## config.mk

```make
export PLATFORM = sky130hd
export DESIGN_NAME = sb_core
export DESIGN_NICKNAME = d
export VERILOG_FILES = /design/src/rtl/sb_pkg.sv /design/src/rtl/sb_unit_ctrl.sv /design/src/rtl/sb_issue_sel.sv /design/src/rtl/sb_wb_arb.sv /design/src/rtl/sb_core.sv
export SDC_FILE = /design/constraint.sdc
export NUM_CORES = 1
export LEC_CHECK = 0
export CAP_MARGIN = 0
export CORE_AREA = 2 2 248 201
export CTS_CLUSTER_DIAMETER = 100
export DETAILED_ROUTE_END_ITERATION = 6
export DIE_AREA = 0 0 250 203
export SLEW_MARGIN = 25
export SYNTH_ARGS = -nofsm -noshare
export SYNTH_HDL_FRONTEND = slang
export SYNTH_HIERARCHICAL = 1
export SYNTH_SLANG_ARGS = --single-unit
```

## constraint.sdc

```tcl
create_clock -name clk -period 4.7 [get_ports clk]
set_input_delay 0.47 -clock clk [delete_from_list [all_inputs] [get_ports clk]]
set_output_delay 0.47 -clock clk [all_outputs]
set_load 0.03 [all_outputs]
```

## src/rtl/sb_pkg.sv

```systemverilog
package sb_pkg;

    localparam int REG_W  = 5;
    localparam int NREG   = 1 << REG_W;
    localparam int UID_W  = 3;

    typedef enum logic [1:0] {
        CL_INT = 2'd0,
        CL_MUL = 2'd1,
        CL_ADD = 2'd2,
        CL_DIV = 2'd3
    } fu_class_t;

    typedef enum logic [1:0] {
        PH_IDLE = 2'd0,
        PH_OPS  = 2'd1,
        PH_EXEC = 2'd2,
        PH_WB   = 2'd3
    } fu_phase_t;

    typedef struct packed {
        fu_class_t              op;
        logic [REG_W-1:0]       fi;
        logic [REG_W-1:0]       fj;
        logic [REG_W-1:0]       fk;
        logic [UID_W-1:0]       qj;
        logic [UID_W-1:0]       qk;
        logic                   rj;
        logic                   rk;
    } fu_stat_t;

    // Class served by unit slot idx (slot = id - 1)
    function automatic fu_class_t class_of(input int idx, input int nmul);
        if (idx == 0)
            return CL_INT;
        else if (idx <= nmul)
            return CL_MUL;
        else if (idx == nmul + 1)
            return CL_ADD;
        else
            return CL_DIV;
    endfunction

endpackage

```

## src/rtl/sb_unit_ctrl.sv

```systemverilog
module sb_unit_ctrl
    import sb_pkg::*;
#(
    parameter int LAT = 2
) (
    input  logic      clk,
    input  logic      rst,
    input  logic      start,
    input  logic      go,
    input  logic      wr,
    output fu_phase_t phase
);
    localparam int CW = (LAT > 1) ? $clog2(LAT + 1) : 1;

    logic [CW-1:0] cnt;

    always_ff @(posedge clk) begin
        if (rst) begin
            phase <= PH_IDLE;
            cnt   <= '0;
        end else begin
            unique case (phase)
                PH_IDLE: if (start) phase <= PH_OPS;
                PH_OPS: if (go) begin
                    phase <= PH_EXEC;
                    cnt   <= CW'(LAT - 1);
                end
                PH_EXEC: begin
                    if (cnt == '0) phase <= PH_WB;
                    else           cnt   <= cnt - 1'b1;
                end
                PH_WB: if (wr) phase <= PH_IDLE;
                default: phase <= PH_IDLE;
            endcase
        end
    end
endmodule

```

## src/rtl/sb_issue_sel.sv

```systemverilog
module sb_issue_sel
    import sb_pkg::*;
#(
    parameter int NFU     = 5,
    parameter int NUM_MUL = 2
) (
    input  fu_class_t          cls,
    input  logic [NFU-1:0]     busy,
    output logic               found,
    output logic [UID_W-1:0]   sel_id
);
    always_comb begin
        found  = 1'b0;
        sel_id = '0;
        for (int i = NFU - 1; i >= 0; i--) begin
            if (class_of(i, NUM_MUL) == cls && !busy[i]) begin
                found  = 1'b1;
                sel_id = UID_W'(i + 1);
            end
        end
    end
endmodule

```

## src/rtl/sb_wb_arb.sv

```systemverilog
module sb_wb_arb
    import sb_pkg::*;
#(
    parameter int NFU = 5
) (
    input  fu_stat_t [NFU-1:0] tab,
    input  logic [NFU-1:0]     waiting_ops,
    input  logic [NFU-1:0]     want,
    output logic [NFU-1:0]     grant,
    output logic               any,
    output logic [UID_W-1:0]   win_id,
    output logic [REG_W-1:0]   win_reg
);
    logic [NFU-1:0] war;
    logic [NFU-1:0] ok;

    always_comb begin
        for (int i = 0; i < NFU; i++) begin
            war[i] = 1'b0;
            for (int f = 0; f < NFU; f++) begin
                if (f != i && waiting_ops[f] &&
                    ((tab[f].fj == tab[i].fi && tab[f].rj) ||
                     (tab[f].fk == tab[i].fi && tab[f].rk)))
                    war[i] = 1'b1;
            end
        end
        ok = want & ~war;
    end

    always_comb begin
        grant   = '0;
        any     = 1'b0;
        win_id  = '0;
        win_reg = '0;
        for (int i = NFU - 1; i >= 0; i--) begin
            if (ok[i]) begin
                grant   = '0;
                grant[i] = 1'b1;
                any     = 1'b1;
                win_id  = UID_W'(i + 1);
                win_reg = tab[i].fi;
            end
        end
    end
endmodule

```

## src/rtl/sb_core.sv

```systemverilog
module sb_core
    import sb_pkg::*;
#(
    parameter int NUM_MUL = 2,
    parameter int LAT_INT = 1,
    parameter int LAT_MUL = 10,
    parameter int LAT_ADD = 2,
    parameter int LAT_DIV = 40,
    parameter int NFU     = NUM_MUL + 3
) (
    input  logic               clk,
    input  logic               rst,
    input  logic               in_valid,
    input  logic [1:0]         in_cls,
    input  logic [REG_W-1:0]   in_dst,
    input  logic [REG_W-1:0]   in_src1,
    input  logic [REG_W-1:0]   in_src2,
    output logic               issue_stall,
    output logic               issue_fire,
    output logic [UID_W-1:0]   issue_unit,
    output logic [NFU-1:0]     unit_busy,
    output logic [2*NFU-1:0]   unit_phase,
    output logic [NFU-1:0]     rd_fire,
    output logic [NFU-1:0]     wb_fire
);
    fu_stat_t [NFU-1:0]  tab;
    logic [UID_W-1:0]    owner [NREG];
    fu_phase_t           ph [NFU];
    logic [NFU-1:0]      waiting_ops;
    logic [NFU-1:0]      want_wb;

    logic                found;
    logic [UID_W-1:0]    sel_id;
    logic                waw;
    logic                any_wb;
    logic [UID_W-1:0]    wb_id;
    logic [REG_W-1:0]    wb_reg;
    logic [UID_W-1:0]    q1, q2;

    // Per-unit phase machines
    for (genvar g = 0; g < NFU; g++) begin : g_unit
        localparam int L = (g == 0)           ? LAT_INT :
                           (g <= NUM_MUL)     ? LAT_MUL :
                           (g == NUM_MUL + 1) ? LAT_ADD : LAT_DIV;
        sb_unit_ctrl #(.LAT(L)) u_ctrl (
            .clk   (clk),
            .rst   (rst),
            .start (issue_fire && sel_id == UID_W'(g + 1)),
            .go    (rd_fire[g]),
            .wr    (wb_fire[g]),
            .phase (ph[g])
        );
        assign unit_busy[g]          = (ph[g] != PH_IDLE);
        assign unit_phase[2*g +: 2]  = ph[g];
        assign waiting_ops[g]        = (ph[g] == PH_OPS);
        assign want_wb[g]            = (ph[g] == PH_WB);
        assign rd_fire[g]            = waiting_ops[g] && tab[g].rj && tab[g].rk;
    end

    sb_issue_sel #(.NFU(NFU), .NUM_MUL(NUM_MUL)) u_sel (
        .cls    (fu_class_t'(in_cls)),
        .busy   (unit_busy),
        .found  (found),
        .sel_id (sel_id)
    );

    sb_wb_arb #(.NFU(NFU)) u_arb (
        .tab         (tab),
        .waiting_ops (waiting_ops),
        .want        (want_wb),
        .grant       (wb_fire),
        .any         (any_wb),
        .win_id      (wb_id),
        .win_reg     (wb_reg)
    );

    // Issue decision: structural and WAW checks
    always_comb begin
        waw         = (owner[in_dst] != '0);
        issue_fire  = in_valid && found && !waw;
        issue_stall = in_valid && !issue_fire;
        issue_unit  = issue_fire ? sel_id : '0;
        // A producer writing in this very cycle no longer counts as pending
        q1 = owner[in_src1];
        q2 = owner[in_src2];
        if (any_wb && q1 == wb_id) q1 = '0;
        if (any_wb && q2 == wb_id) q2 = '0;
    end

    always_ff @(posedge clk) begin
        if (rst) begin
            tab <= '0;
            for (int r = 0; r < NREG; r++) owner[r] <= '0;
        end else begin
            for (int i = 0; i < NFU; i++) begin
                if (rd_fire[i]) begin
                    tab[i].rj <= 1'b0;
                    tab[i].rk <= 1'b0;
                    tab[i].qj <= '0;
                    tab[i].qk <= '0;
                end else if (any_wb) begin
                    if (tab[i].qj == wb_id) begin
                        tab[i].rj <= 1'b1;
                        tab[i].qj <= '0;
                    end
                    if (tab[i].qk == wb_id) begin
                        tab[i].rk <= 1'b1;
                        tab[i].qk <= '0;
                    end
                end
            end
            if (any_wb)
                owner[wb_reg] <= '0;
            if (issue_fire) begin
                tab[sel_id - 1'b1] <= '{op: fu_class_t'(in_cls), fi: in_dst,
                                        fj: in_src1, fk: in_src2,
                                        qj: q1, qk: q2,
                                        rj: (q1 == '0), rk: (q2 == '0)};
                owner[in_dst] <= sel_id;
            end
        end
    end
endmodule

```

Word-level counts from Yosys, hierarchy flattened
Memory sizes are Yosys's and may differ from the RTL's.
Index checks and enable logic that the tools add are counted.
Storage, ports and cells
  register bits: 152
  memories kept: 1
  output and inout bits: 30
  bits of input ports: 20
  memory bits (writable): 96
  logic and storage cells: 454
Memory list
  owner: depth 32, width 3, rd ports 3, clocked after Yosys merged registers in 0, write ports 32, line sb_core.sv:27  | logic [UID_W-1:0] owner [NREG];
Operators by class
  $add $sub $neg: 6
  bitwise logic cells: 2
  reductions and logical operators: 148
  eq/ne operators: 99
  muxes and demuxes: 146
  $lt $le $gt $ge: 2
Operator list (count)
  $eq A5 B5 Y1: 40
  $bwmux W125: 1
  $mux W8: 15
  $mux W108: 1
  $logic_and A1 B1 Y1: 86
  $demux W25 S3: 1
  $mux W3: 25
  $mux W5: 12
  $mux W1: 52
  $mux W2: 22
  $pmux W2 S4: 5
  $eq A3 B3 Y1: 12
  $ne A2 B1 Y1 const B: 14
  $mux W25: 1
  $eq A2 B2 Y1 const B: 10
  $logic_or A1 B1 Y1: 20
  $ne A2 B2 Y1 const B: 10
  $reduce_and A4 Y1: 5
  $reduce_bool A2 Y1: 10
  $mux W4: 4
  $pmux W4 S2: 2
  $logic_not A2 Y1: 7
  $mux W6: 2
  $pmux W6 S2: 1
  25 further kinds: 45

Depth between registers and ports, before layout
Gate-level depths: netlist (run 1).
  depth in word-level cells: 22
  mapped depth: 18
  mapped depth without buffers: 15

Cells and area by module
Netlist (run 1), hierarchy kept.
Modules (own cells, without submodules)
  sb_core: area an instance 11399.7 sq um, times used 1, cells each 1230, seq. area each 5385.2 sq um
  sb_wb_arb: area an instance 2899.0 sq um, times used 1, cells each 374, seq. area each 0.0 sq um
  sb_unit_ctrl (g_unit[1].u_ctrl ...): area an instance 421.7 sq um, times used 2, cells each 45, seq. area each 120.1 sq um
  sb_unit_ctrl (g_unit[4].u_ctrl): area an instance 539.3 sq um, times used 1, cells each 61, seq. area each 160.2 sq um
  sb_unit_ctrl (g_unit[3].u_ctrl): area an instance 301.5 sq um, times used 1, cells each 35, seq. area each 80.1 sq um
  sb_unit_ctrl (g_unit[0].u_ctrl): area an instance 167.7 sq um, times used 1, cells each 18, seq. area each 40.0 sq um
  sb_issue_sel: area an instance 72.6 sq um, times used 1, cells each 10, seq. area each 0.0 sq um

Worst setup path after synthesis (run 1)
No wires, ideal clock.
  path kind: register -> register
  start: register g_unit[4].u_ctrl.phase[0]
  end: memory owner[2][0] (enable)
  period minus slack after synthesis: 3.923 ns
  slack: 0.777 ns
  data arrival time: 3.599 ns
  buffers on the path: 1
  stages on the path, launching flop included: 13
  required time: 4.376 ns
  setup time: 0.324 ns
  cells stage by stage: dfxtp_1 -> nor2b_1 -> nand2_1 -> or3_1 -> o311a_1 -> and3_1 -> nor4_2 -> nand2_1 -> o221ai_2 -> nor4bb_1 -> buf_1 -> a21oi_1 -> o21ai_1
RTL lines
  start, declared: line sb_unit_ctrl.sv:11  | output fu_phase_t phase
  start signal, assigned: line sb_unit_ctrl.sv:19  | phase <= PH_IDLE;
  start signal, assigned: line sb_unit_ctrl.sv:23  | PH_IDLE: if (start) phase <= PH_OPS;
  start signal, assigned: line sb_unit_ctrl.sv:25  | phase <= PH_EXEC;
  end, declared: line sb_core.sv:27

Worst setup path in the final report (run 1)
  start: register tab[95] (netlist name)
  end: output port wb_fire[3]
On the way
  longest elaborated chain between the ends: 14
  elaborated cells between the ends (all ways): 34
  those cells by class: eq/ne: 8; mux: 8; bitwise: 2; reduce/logical: 16
Ends and longest elaborated chain
  $eq A5 B5 Y1 (on tied branches): line sb_wb_arb.sv:22, sb_wb_arb.sv:23
  $logic_and A1 B1 Y1 (on tied branches): line sb_wb_arb.sv:22, sb_wb_arb.sv:23
  $logic_or A1 B1 Y1: line sb_wb_arb.sv:22  | ((tab[f].fj == tab[i].fi && tab[f].rj) ||
  $logic_and A1 B1 Y1: line sb_wb_arb.sv:21  | if (f != i && waiting_ops[f] &&
  $mux W1 (3 in series): line sb_wb_arb.sv:21
  $mux W1 (*): line sb_wb_arb.sv:21
  $not A5 Y5 (*): line sb_wb_arb.sv:27  | ok = want & ~war;
  $and A5 B5 Y5 (*): line sb_wb_arb.sv:27
  $mux W5 (*) (4 in series): line sb_wb_arb.sv:36  | if (ok[i]) begin
  end, declared: line sb_core.sv:24  | output logic [NFU-1:0] wb_fire
Every way passes the cells marked *; elsewhere a longest branch is shown, timed or not.

==> results of run 1 <==
## worst max-delay path, cell delays in order (launching register included)
cell and delay, ns:
dfxtp_1 0.76, buf_4 0.25, xor2_1 0.15, nor4_1 0.08, nand3_1 0.12, a21boi_1 0.10
or4_1 0.59, nor4_2 0.50, buf_4 0.26, clkdlybuf4s50_1 0.68
## layer usage
layer	vias to the layer above	track usage, %
met1	6841	31.79
met2	848	31.63
met3	125	5.474
met4	0	7.913
li1	6359	-
met5	-	0
## layout by cell type, fill, tap and decap left out, types with 20 or more instances in the layout
cell               n
and3_1            20
o21ai_1           45
nand3_1           51
nor4_1            47
nor2b_1           28
nor3_1            36
nand2b_1          31
a21oi_1          146
xor2_1           143
mux2i_1           63
ha_1              31
xnor2_1           91
clkdlybuf4s50_1   42
buf_4             79
nor2_1           159
inv_1             32
mux4_2            20
nand4_1           21
clkbuf_16         29
edfxtp_1          96
nand2_1          209
dfxtp_1          141
## final timing paths
| check | cells after the start | slack, ns | to | start |
|---|---|---|---|---|
| hold reg to reg | 2 | 0.47 | tab[79]$_SDFF_PP0_ | tab[79]$_SDFF_PP0_ |
| setup / recovery | 9 | 0.16 | wb_fire[3] | tab[95]$_SDFFE_PP0P_ |
| setup reg to reg | 11 | 0.34 | owner[17][0]$_SDFFCE_PN0P_ | tab[18]$_SDFFE_PP0P_ |
| hold / removal | 2 | 0.45 | g_unit[1].u_ctrl/phase[1]$_SDFFE_PP0P_ | rst |
## sequential cells by signal, indices dropped and copies added, names as in the netlist
name,cells
g_unit.u_ctrl/cnt,16
g_unit.u_ctrl/phase,10
owner,96
tab,115
## power by group through the flow
| stage | Clock, mW | Sequential, mW | Combinational (mW) |
|---|---|---|---|
| after global routing | 2.41 | 2.40 | 1.49 |
| after global placement | 0 | 2.43 | 1.34 |
| after CTS | 2.33 | 2.39 | 1.36 |
| final | 2.30 | 2.39 | 1.38 |
| after detailed placement | 0 | 2.43 | 1.35 |
| after floorplan | 0 | 2.39 | 0.904 |
## cell type report
| cell class | instances | area, sq um |
|---|---|---|
| clock buffers | 38 | 802.0 |
| repair buffers | 129 | 1135 |
| well taps | 629 | 787.0 |
| multi-input cells | 1377 | 9425 |
| fillers | 4828 | 29970 |
| inverters | 33 | 123.9 |
| flip-flops and latches | 237 | 5705 |
| clock inverters | 13 | 158.9 |
## stage by stage
step           hold WS [ns]  setup WS, ns
6_report             0.4476        0.1630
5_1_grt              0.4836       0.02048
4_1_cts              0.4460        0.2117
3_5_place_dp         0.4669        0.4762
3_3_place_gp         0.4634        0.4837
2_1_floorplan        0.4286        0.7771
==> results.md, run 1 <==
- CTS buffer count: 28
- Top sig layer: met4
- CTS clk-pin slew, worst paths: about 0.06 ns
- Final worst path period share: 96.53%
- Yosys warning count: 6
- CTS Sinks: 237
- Setup tns final: 0 ns
- Largest net degree at the start of global routing: between 100 and 150
- Routed WL per cell: about 23 um
- Worst hold path type: in -> reg
- Power per Cell Area: 335.2 nW/um^2
- CTS Buffer Depth: 3
- Die Span X: 250 um
- Fin cells: approximately 2500
- Slew of the pin with the lowest slew margin: 0.9281 ns
- VDD IR max: approximately 0.28 mV
- Die Ht: between 200 and 250 um
- Hold buffer count at CTS: 0
- Final Cell Area: roughly 18000 sq um
- Clock root buffer: clkbuf_16
- Crit-path max FO: 8
- Iter 0 DRT Violations: between 1500 and 2000
- Post-DP HPWL: approximately 40000 um
- Combinational power share: between 20% and 30%
- Worst EP required: between 4 and 5 ns
- Total power: 6.079 mW
- DRT Pass-1 Iters: 6
- Setup CP Type: reg -> out
- Minimum clock period: 4.537 ns
- RSZ-0062 raised after global routing: false
- Remaining DRCs: 0
- RePlAce Congestion: about 0.96
- Met1 wire length: 24810 um
- Syn Nets: 1831
- Mapped Area: ~16000 sq um
- Status: completed
- CP Launch Type: register
- Core ar.: between 40000 and 50000 sq um
- Number of setup buffers added after CTS: 0
- Die area: between 50000 and 60000 sq um
- Synthesized area per cell: slightly below 9 sq um
- CTS tree: built
- # setup viols final: 0
- Clock share of power: a little under two fifths
- Slew Limit Headroom: 38.13%
- Final slew viol count: 0
- Core Util, Final: between 30 and 40%
- Port buffer count: just under 50
- Post-CTS Resized: 0
- Nets: 1857
- Post-Place Cell Area: approximately 17000 sq um
- Share of cells above drive strength 1: a little over a tenth
- Vias in the first global route: about 13000
- Max-cap violation count: 0
- Clk_skew: between 0.015 and 0.02 ns
- Tot GR Track Use: roughly 22%
- # rows: 72
- IO Pins: 50
- DP Cell Count: 2405
- Worst-Skew Late Latency: between 0.5 and 0.6 ns
- Routed Antenna Nets: 0
- Metal2 WL: 23280 um
- Cells after synthesis: about 1800
- Number of H-tree levels: 1
- Hold violation count in the final report: 0
- Grt total ovfl: 0
- Vias/cell: 5.771
- Initial Util: roughly 33%
- First-pass GRT wire length: between 80000 and 90000 um
- Critical Path Sink Type: output port
- Share of power burned in registers: roughly two fifths
- Metal3 WL: around 6600 um
- Internal: slightly above 4 mW
- Initial antenna violation count: 2
- Net Sw Power: a little under 2 mW
- Leak Pwr: approximately 7 nW
- Via total after detailed routing: roughly 14000
- Detailed Route WL: 56790 um
- Arrival time worst endpoint: between 4 and 5 ns
- Area grow syn2layout: 14.11%
- F_max: 220.4 MHz
- Sw Ratio: approximately a third
- Antenna Diode Count: 0
No activity file was read; power rests on OpenSTA's default activity.
==> run 2, diff against run 1 <==
--- a/config.mk
+++ b/config.mk
@@ -10,6 +10,7 @@
 export CTS_CLUSTER_DIAMETER = 100
 export DETAILED_ROUTE_END_ITERATION = 6
 export DIE_AREA = 0 0 250 203
+export PLACE_DENSITY = 0.47
 export SLEW_MARGIN = 25
 export SYNTH_ARGS = -nofsm -noshare
 export SYNTH_HDL_FRONTEND = slang
==> run 2 against run 1 <==
  * Clock skew decreased by 0.0052 ns
  * Clock-buffer cell count decreased by 1
  * First-iteration DRC count decreased by 9.9%
  * Routed wire length increased by 3.3%
  * Clock power decreased by 4%
  * Final cell count increased by 0.77%
  * Register-to-register slack got worse by 0.03 ns
  * Critical path type unchanged
==> results.md, run 2 (same netlist as run 1, synthesis figures left out) <==
- Status: completed
- Largest net degree at the start of global routing: 69 (-37%)
- FILL cells: 4931 (+2.1%)
- CTS Buffer Depth: 3 (unchanged)
- Die Ht: 203 um (unchanged)
- Port buffer count: 49 (unchanged)
- Initial antenna violation count: 2 (unchanged)
- Final hold slack: 0.3295 ns (-0.1181 ns)
- Routed WL per cell: 23.71 um (+2.5%)
- Detailed Route WL: 58680 um (+3.3%)
- Commonest non-fill, non-tap cell in the layout: nand2_1
- Initial Util: 33.04% (unchanged)
- Via total after detailed routing: 13840 (-2.3%)
- Registers with the most flip-flops: tab x115, owner x96, g_unit.u_ctrl/cnt x16
- Worst-Skew Late Latency: 0.58 ns (about the same)
- Worst hold path type: in -> reg
- Max reg flops: 115 (unchanged)
- Vias/cell: 5.593 (-3.1%)
- Iter 0 DRT Violations: 1498 (-9.9%)
- Slew Limit Headroom: 32.97% (-5.2 points)
- Power per Cell Area: 330.3 nW/um^2 (-1.4%)
- # rows: 72 (unchanged)
- DRT Pass-1 Iters: 6 (unchanged)
- Top reg by flops: tab
- Setup tns final: 0 ns (unchanged)
- Minimum clock period: 4.441 ns (-0.09619 ns)
- RePlAce Congestion: 0.9319 (-2.9%)
- Post-CTS Resized: 0 (unchanged)
- CTS Sinks: 237 (unchanged)
- Number of setup buffers added after CTS: 0 (unchanged)
- Die area: 50750 sq um (unchanged)
- Number of H-tree levels: 1 (unchanged)
- Clk_skew: 0.01102 ns (-0.005229 ns)
- Routed Antenna Nets: 0 (unchanged)
- Worst EP required: 4.23 ns (about the same)
- Leak Pwr: 7.133 nW (+0.90%)
- Vias in the first global route: 13270 (-0.94%)
- Tot GR Track Use: 22.76% (+0.73 points)
- Critical Path Sink Type: output port
- RSZ-0062 raised after global routing: false
- Share of cells above drive strength 1: 11.59% (+0.65 points)
- Commonest cells after routing, fill and taps aside: nand2_1 (209), nor2_1 (159), a21oi_1 (146)
- Hold buffer count at CTS: 0 (unchanged)
- Slew of the pin with the lowest slew margin: 1.003 ns (+0.07522 ns)
- CTS tree: built
- Final worst path period share: 94.48% (-2.0 points)
- Fin cells: 2475 (+0.77%)
- Setup CP Type: reg -> out
- F_max: 225.2 MHz (+2.2%)
- Final Cell Area: 18220 sq um (+0.43%)
- Clock root buffer: clkbuf_16
- IO Pins: 50 (unchanged)
- Hold violation count in the final report: 0 (unchanged)
- # setup viols final: 0 (unchanged)
- CP Launch Type: register
- Die Span X: 250 um (unchanged)
- Area grow syn2layout: 14.60%
- Nets: 1877 (+1.1%)
- CTS buffer count: 28 (unchanged)
- CTS clk-pin slew, worst paths: 0.06 ns (about the same)
- Core ar.: 48110 sq um (unchanged)
- Grt total ovfl: 0 (unchanged)
- DP Cell Count: 2425 (+0.83%)
- Post-DP HPWL: 42270 um (+5.3%)
- Post-Place Cell Area: 17310 sq um (+0.76%)
- First-pass GRT wire length: 86740 um (+1.5%)
- Final slew viol count: 0 (unchanged)
- Max-cap violation count: 0 (unchanged)
- Crit-path max FO: 8 (unchanged)
- Antenna Diode Count: 0 (unchanged)
- VDD IR max: 0.2496 mV (-10%)
- Arrival time worst endpoint: 3.97 ns (-0.10 ns)
- Remaining DRCs: 0 (unchanged)
run 2: changes by cell type in the layout (fill, tap and decap cells not counted), sizes merged:
| cell | before | now |
|---|---|---|
| buf | 87 | 107 |
| clkinv | 8 | 6 |
| clkinvlp | 0 | 2 |
| clkbuf | 38 | 37 |
run 2: through the flow:
stage / worst slack [ns] / power [mW] / util [%]
after floorplan: 0.7771 / 3.297 / -
after global placement: 0.4632 / 3.809 / 35.97
after detailed placement: 0.4319 / 3.822 / 35.97
after CTS: 0.3257 / 6.042 / 37.87
after global routing: 0.1299 / 6.260 / 37.87
final: 0.2592 / 6.018 / 37.87
run 2: cell type report:
class                           count  area, sq um  share of cell area [%]
Clock buffer                       37        748.2                   4.107
Clock inverter                     13        162.7                  0.8929
Inverter                           33        123.9                  0.6800
Multi-Input combinational cell   1377         9429                   51.76
Sequential cell                   237         5705                   31.32
Tap cell                          629        787.0                   4.320
Timing Repair Buffer              149         1260                   6.917
run 2: worst paths after layout:
kind | start | end | slack, ns | cells after the start
hold / removal | rst | tab[19]$_SDFFE_PP0P_ | 0.33 | 2
hold reg to reg | tab[103]$_SDFF_PP0_ | tab[103]$_SDFF_PP0_ | 0.48 | 2
setup reg to reg | g_unit[0].u_ctrl/phase[1]$_SDFFE_PP0P_ | owner[31][0]$_SDFFCE_PN0P_ | 0.31 | 11
setup / recovery | g_unit[0].u_ctrl/phase[1]$_SDFFE_PP0P_ | wb_fire[4] | 0.26 | 8
run 2: metal layers:
metal	vias to the layer above	GRT usage (%)	wire length [um]
li1	6394	-	-
met1	6728	33.22	26920
met2	636	33.35	24220
met3	85	5.513	6002
met4	0	5.967	1532
met5	-	0	0
run 2: worst max-delay path, stage by stage (launching register included):
cell and delay (ns):
dfxtp_1 0.38, nor2b_1 0.80, nand4_1 0.32, and4_1 0.32
and3_1 0.22, or3_4 0.35, nand2b_4 0.21, inv_2 0.10
clkdlybuf4s50_1 0.69
run 2: report_power, final:
group	switching [mW]	internal, mW	total (mW)	leakage, nW
clock network	0.929	1.29	2.21	0.439
logic	0.863	0.574	1.44	4.57
registers	0.135	2.23	2.37	2.13
==> run 3, diff against run 2 <==
--- a/config.mk
+++ b/config.mk
@@ -6,13 +6,12 @@
 export NUM_CORES = 1
 export LEC_CHECK = 0
 export CAP_MARGIN = 0
-export CORE_AREA = 2 2 248 201
+export CORE_AREA = 2 2 247 201
 export CTS_CLUSTER_DIAMETER = 100
 export DETAILED_ROUTE_END_ITERATION = 6
-export DIE_AREA = 0 0 250 203
+export DIE_AREA = 0 0 249 203
 export PLACE_DENSITY = 0.47
 export SLEW_MARGIN = 25
 export SYNTH_ARGS = -nofsm -noshare
 export SYNTH_HDL_FRONTEND = slang
-export SYNTH_HIERARCHICAL = 1
 export SYNTH_SLANG_ARGS = --single-unit
==> run 3 against run 2 <==
  * Sequential power up 3%
  * Global-route usage is 1.6 points higher
  * Clock-buffer cell count fell by 3
  * Critical path depth up 3
  * Worst hold slack worse by 0.048 ns
  * Register-to-register slack improved by 0.04 ns
  * Sequential share of layout area decreased by 0.33 points
  * Via count increased by 3.8%
  * Maximum frequency fell by 0.82%
  * Critical path type unchanged
  * Highest routed layer unchanged
==> results.md, run 3 <==
- Final slew viol count: 0 (unchanged)
- Routed WL per cell: 25.21 um (+6.3%)
- Netlist cell types: 92
- Clock root buffer: clkbuf_16
- FILL cells: 4759 (-3.5%)
- Worst hold path type: in -> reg
- Max reg flops: 115 (unchanged)
- Crit-path max FO: 13 (+5)
- Reg2Reg Depth: 11 (unchanged)
- Post-synth top area share: roughly 18%
- Detailed Route WL: 62260 um (+6.1%)
- Grt met2 use: 34.48% (+1.1 points)
- Iter 0 DRT Violations: 1589 (+6.1%)
- Initial antenna violation count: 0 (-2)
- Vias in the first global route: 13650 (+2.9%)
- First-pass GRT wire length: 92450 um (+6.6%)
- Tot GR Track Use: 24.32% (+1.6 points)
- CTS buffer count: 29 (+3.6%)
- Synthesized area per cell: 8.887 sq um (-0.48%)
- Initial Util: 33.81% (+0.77 points)
- Status: completed
- Registers with the most flip-flops: tab x115, owner x96, g_unit.u_ctrl.cnt x16
- CP Launch Type: register
- Slew Limit Headroom: 33.65% (+0.68 points)
- Worst-path cell with the longest stage delay: clkdlybuf4s50_1
- Critical Path Sink Type: output port
- Critical path depth in cells: 11 (+3)
- Cells after synthesis: 1820 (+2.2%)
- Core ar.: 47840 sq um (-0.56%)
- Worst R2R Setup Slack: 0.35 ns (+0.04 ns)
- Worst-Skew Late Latency: 0.58 ns (about the same)
- CTS Sinks: 237 (unchanged)
- F_max: 223.3 MHz (-0.82%)
- Sequential area share after synthesis: between 30% and 40%
- Number of synthesized flops with an enable pin: 96
- Flop and latch count out of synthesis: roughly 240
- CTS Buffer Depth: 3 (unchanged)
- Largest net degree at the start of global routing: 69 (unchanged)
- RSZ-0062 raised after global routing: false
- Power per Cell Area: 356.7 nW/um^2 (+8.0%)
- Slew of the pin with the lowest slew margin: 0.9881 ns (-0.01518 ns)
- Commonest cells post-synth: nand2_1 (250), xnor2_1 (149), dfxtp_1 (141)
- IO Pins: 50 (unchanged)
- Port buffer count: 49 (unchanged)
- Met1 Resource Use GR: 35.70% (+2.5 points)
- Yosys warning count: 0 (-6)
- Arrival time worst endpoint: 4.01 ns (+0.04 ns)
- Nets: 1875 (-0.11%)
- Cell mode on critical path: inv_1
- Met3 usage: 6.590% (+1.1 points)
- Final worst path period share: 95.27% (+0.78 points)
- VDD IR max: 0.2581 mV (+3.4%)
- CTS tree: built
- RePlAce Congestion: 0.9355 (+0.39%)
- Vias/cell: 5.815 (+4.0%)
- Worst Path Buf+Inv: 4 (+2)
- Top reg by flops: tab
- Setup CP Type: reg -> out
- Worst EP required: 4.23 ns (about the same)
- Minimum clock period: 4.477 ns (+0.03670 ns)
- Top_reg_cell synth: dfxtp_1
- Setup tns final: 0 ns (unchanged)
- # rows: 72 (unchanged)
- Commonest non-fill, non-tap cell in the layout: nand2_1
- Die area: 50550 sq um (-0.40%)
- Ys async rst share: 0%
- Clk_skew: 0.02657 ns (+0.01554 ns)
- Synth top area cells: edfxtp_1 (18%), dfxtp_1 (17%), xnor2_1 (8.1%)
- Worst path cell trace: inv_1 -> ha_1 -> nand2_1 -> nor3_1 -> nor4_1 -> and2_2 -> nor2_2 -> buf_4 -> nand3_1 -> inv_1 -> clkdlybuf4s50_1
- Commonest cells after routing, fill and taps aside: nand2_1 (250), xnor2_1 (149), dfxtp_1 (141)
- Max-cap violation count: 0 (unchanged)
- Busiest grt layer: met1
- Area grow syn2layout: 13.83%
- Die Ht: 203 um (unchanged)
- Die Span X: 249 um (-0.40%)
- Post-DP HPWL: 45560 um (+7.8%)
- Hold path depth: 2 (unchanged)
- Via total after detailed routing: 14360 (+3.8%)
- Most frequent cell after synthesis: nand2_1
- Yosys top cell by area: edfxtp_1
- Antenna Diode Count: 0 (unchanged)
- Largest stage delay, worst path: 0.67 ns (-0.13 ns)
- Syn Nets: 1877 (+2.5%)
- Hold violation count in the final report: 0 (unchanged)
- Hold buffer count at CTS: 0 (unchanged)
- Grt total ovfl: 0 (unchanged)
- Core Util, Final: 38.49% (+0.62 points)
- Routed Antenna Nets: 0 (unchanged)
- CP top delay family: simple AND/OR/NAND/NOR gates
- DRT Pass-1 Iters: 6 (unchanged)
- Remaining DRCs: 0 (unchanged)
- CTS clk-pin slew, worst paths: 0.06 ns (about the same)
- Mapped Area: 16170 sq um (+1.8%)
- # setup viols final: 0 (unchanged)
- Share of cells above drive strength 1: 13.80% (+2.2 points)
- Leak Pwr: 6.572 nW (-7.9%)
- Number of H-tree levels: 1 (unchanged)
-- run 3: cell types whose count changed in the layout (fill, tap and decap cells not counted), sizes merged, moves of 20 or more --
cell	previous run	this run
a221o	1	30
inv	35	56
nor3	36	122
xnor2	91	149
a21oi	148	120
o21ai	61	23
nor2	159	110
nand2b	32	11
nor4	48	28
xor2	143	56
mux2i	65	18
nand4	21	46
nand2	209	250
nor2b	29	9
-- run 3: layout make-up --
cell class              count  area (sq um)  share of cell area (%)
clock buffers              34         795.8                   4.322
clock inverters            20         230.2                   1.250
inverters                  58         217.7                   1.182
multi-input cells        1330          9296                   50.49
flip-flops and latches    237          5705                   30.99
well taps                 629         787.0                   4.275
repair buffers            162          1379                   7.489
-- run 3: timing repair --
action                     in CTS  in global routing
setup endpoints to repair       2                  2
buffers inserted                0                  0
gates cloned                    0                  0
gates resized for setup         1                  1
-- run 3: routing by layer --
metal	wire length [um]	share of wire [%]
met1	28750	46
met2	25180	40
met3	6383	10
met4	1942	3.1
met5	0	0
-- run 3: per-stage QoR --
step | power, mW | hold WS, ns | instance area [sq um] | instances | setup slack, ns
global route | 6.865 | 0.2852 | 18410 | 2470 | 0.04036
finish | 6.567 | 0.2818 | 18410 | 2470 | 0.2225
CTS | 6.602 | 0.2454 | 18410 | 2470 | 0.06723
floorplan | 3.558 | 0.4325 | 16170 | 1820 | 1.082
global placement | 4.139 | 0.4414 | 17380 | 2416 | 0.1850
detailed placement | 4.145 | 0.4514 | 17380 | 2416 | 0.1751
-- run 3: worst register-to-register path: stages (launching register included) --
cell and delay [ns]:
dfxtp_1 0.40, inv_1 0.10, ha_1 0.25, nand2_1 0.33
nor3_1 0.15, nor3_1 0.42, nand4_1 0.48, and3_1 0.34
o21a_1 0.18, o32a_1 0.46, or3_1 0.50, o221ai_1 0.38
-- run 3: logic make-up (layout without fill, tap and decap cells) --
kind of cell / count (synthesis) / in the layout / synth area share [%]
buffers and inverters: 253 / 274 / 7.403
adders and majority gates: 37 / 37 / 2.862
xor gates and xnor gates: 205 / 205 / 11.10
muxes: 75 / 75 / 8.749
AOI/OAI and AO/OA: 313 / 313 / 13.72
and+or+nand+nor: 700 / 700 / 20.89
DFF: 237 / 237 / 35.27
-- run 3: worst paths after layout --
| path | from | endpoint |
|---|---|---|
| setup / recovery | g_unit[4].u_ctrl.phase[1]$_SDFFE_PP0P_ | wb_fire[3] |
| hold / removal | rst | tab[3]$_SDFF_PP0_ |
| setup reg to reg | g_unit[4].u_ctrl.phase[1]$_SDFFE_PP0P_ | owner[4][1]$_SDFFCE_PN0P_ |
| hold reg to reg | tab[94]$_SDFFE_PP0P_ | tab[94]$_SDFFE_PP0P_ |
-- run 3: power breakdown --
group / leakage [nW] / internal, mW / switching (mW)
Clock: 0.501 / 1.48 / 0.966
Sequential: 2.13 / 2.27 / 0.169
Combinational: 3.94 / 0.645 / 1.04
Total: 6.57 / 4.39 / 2.18
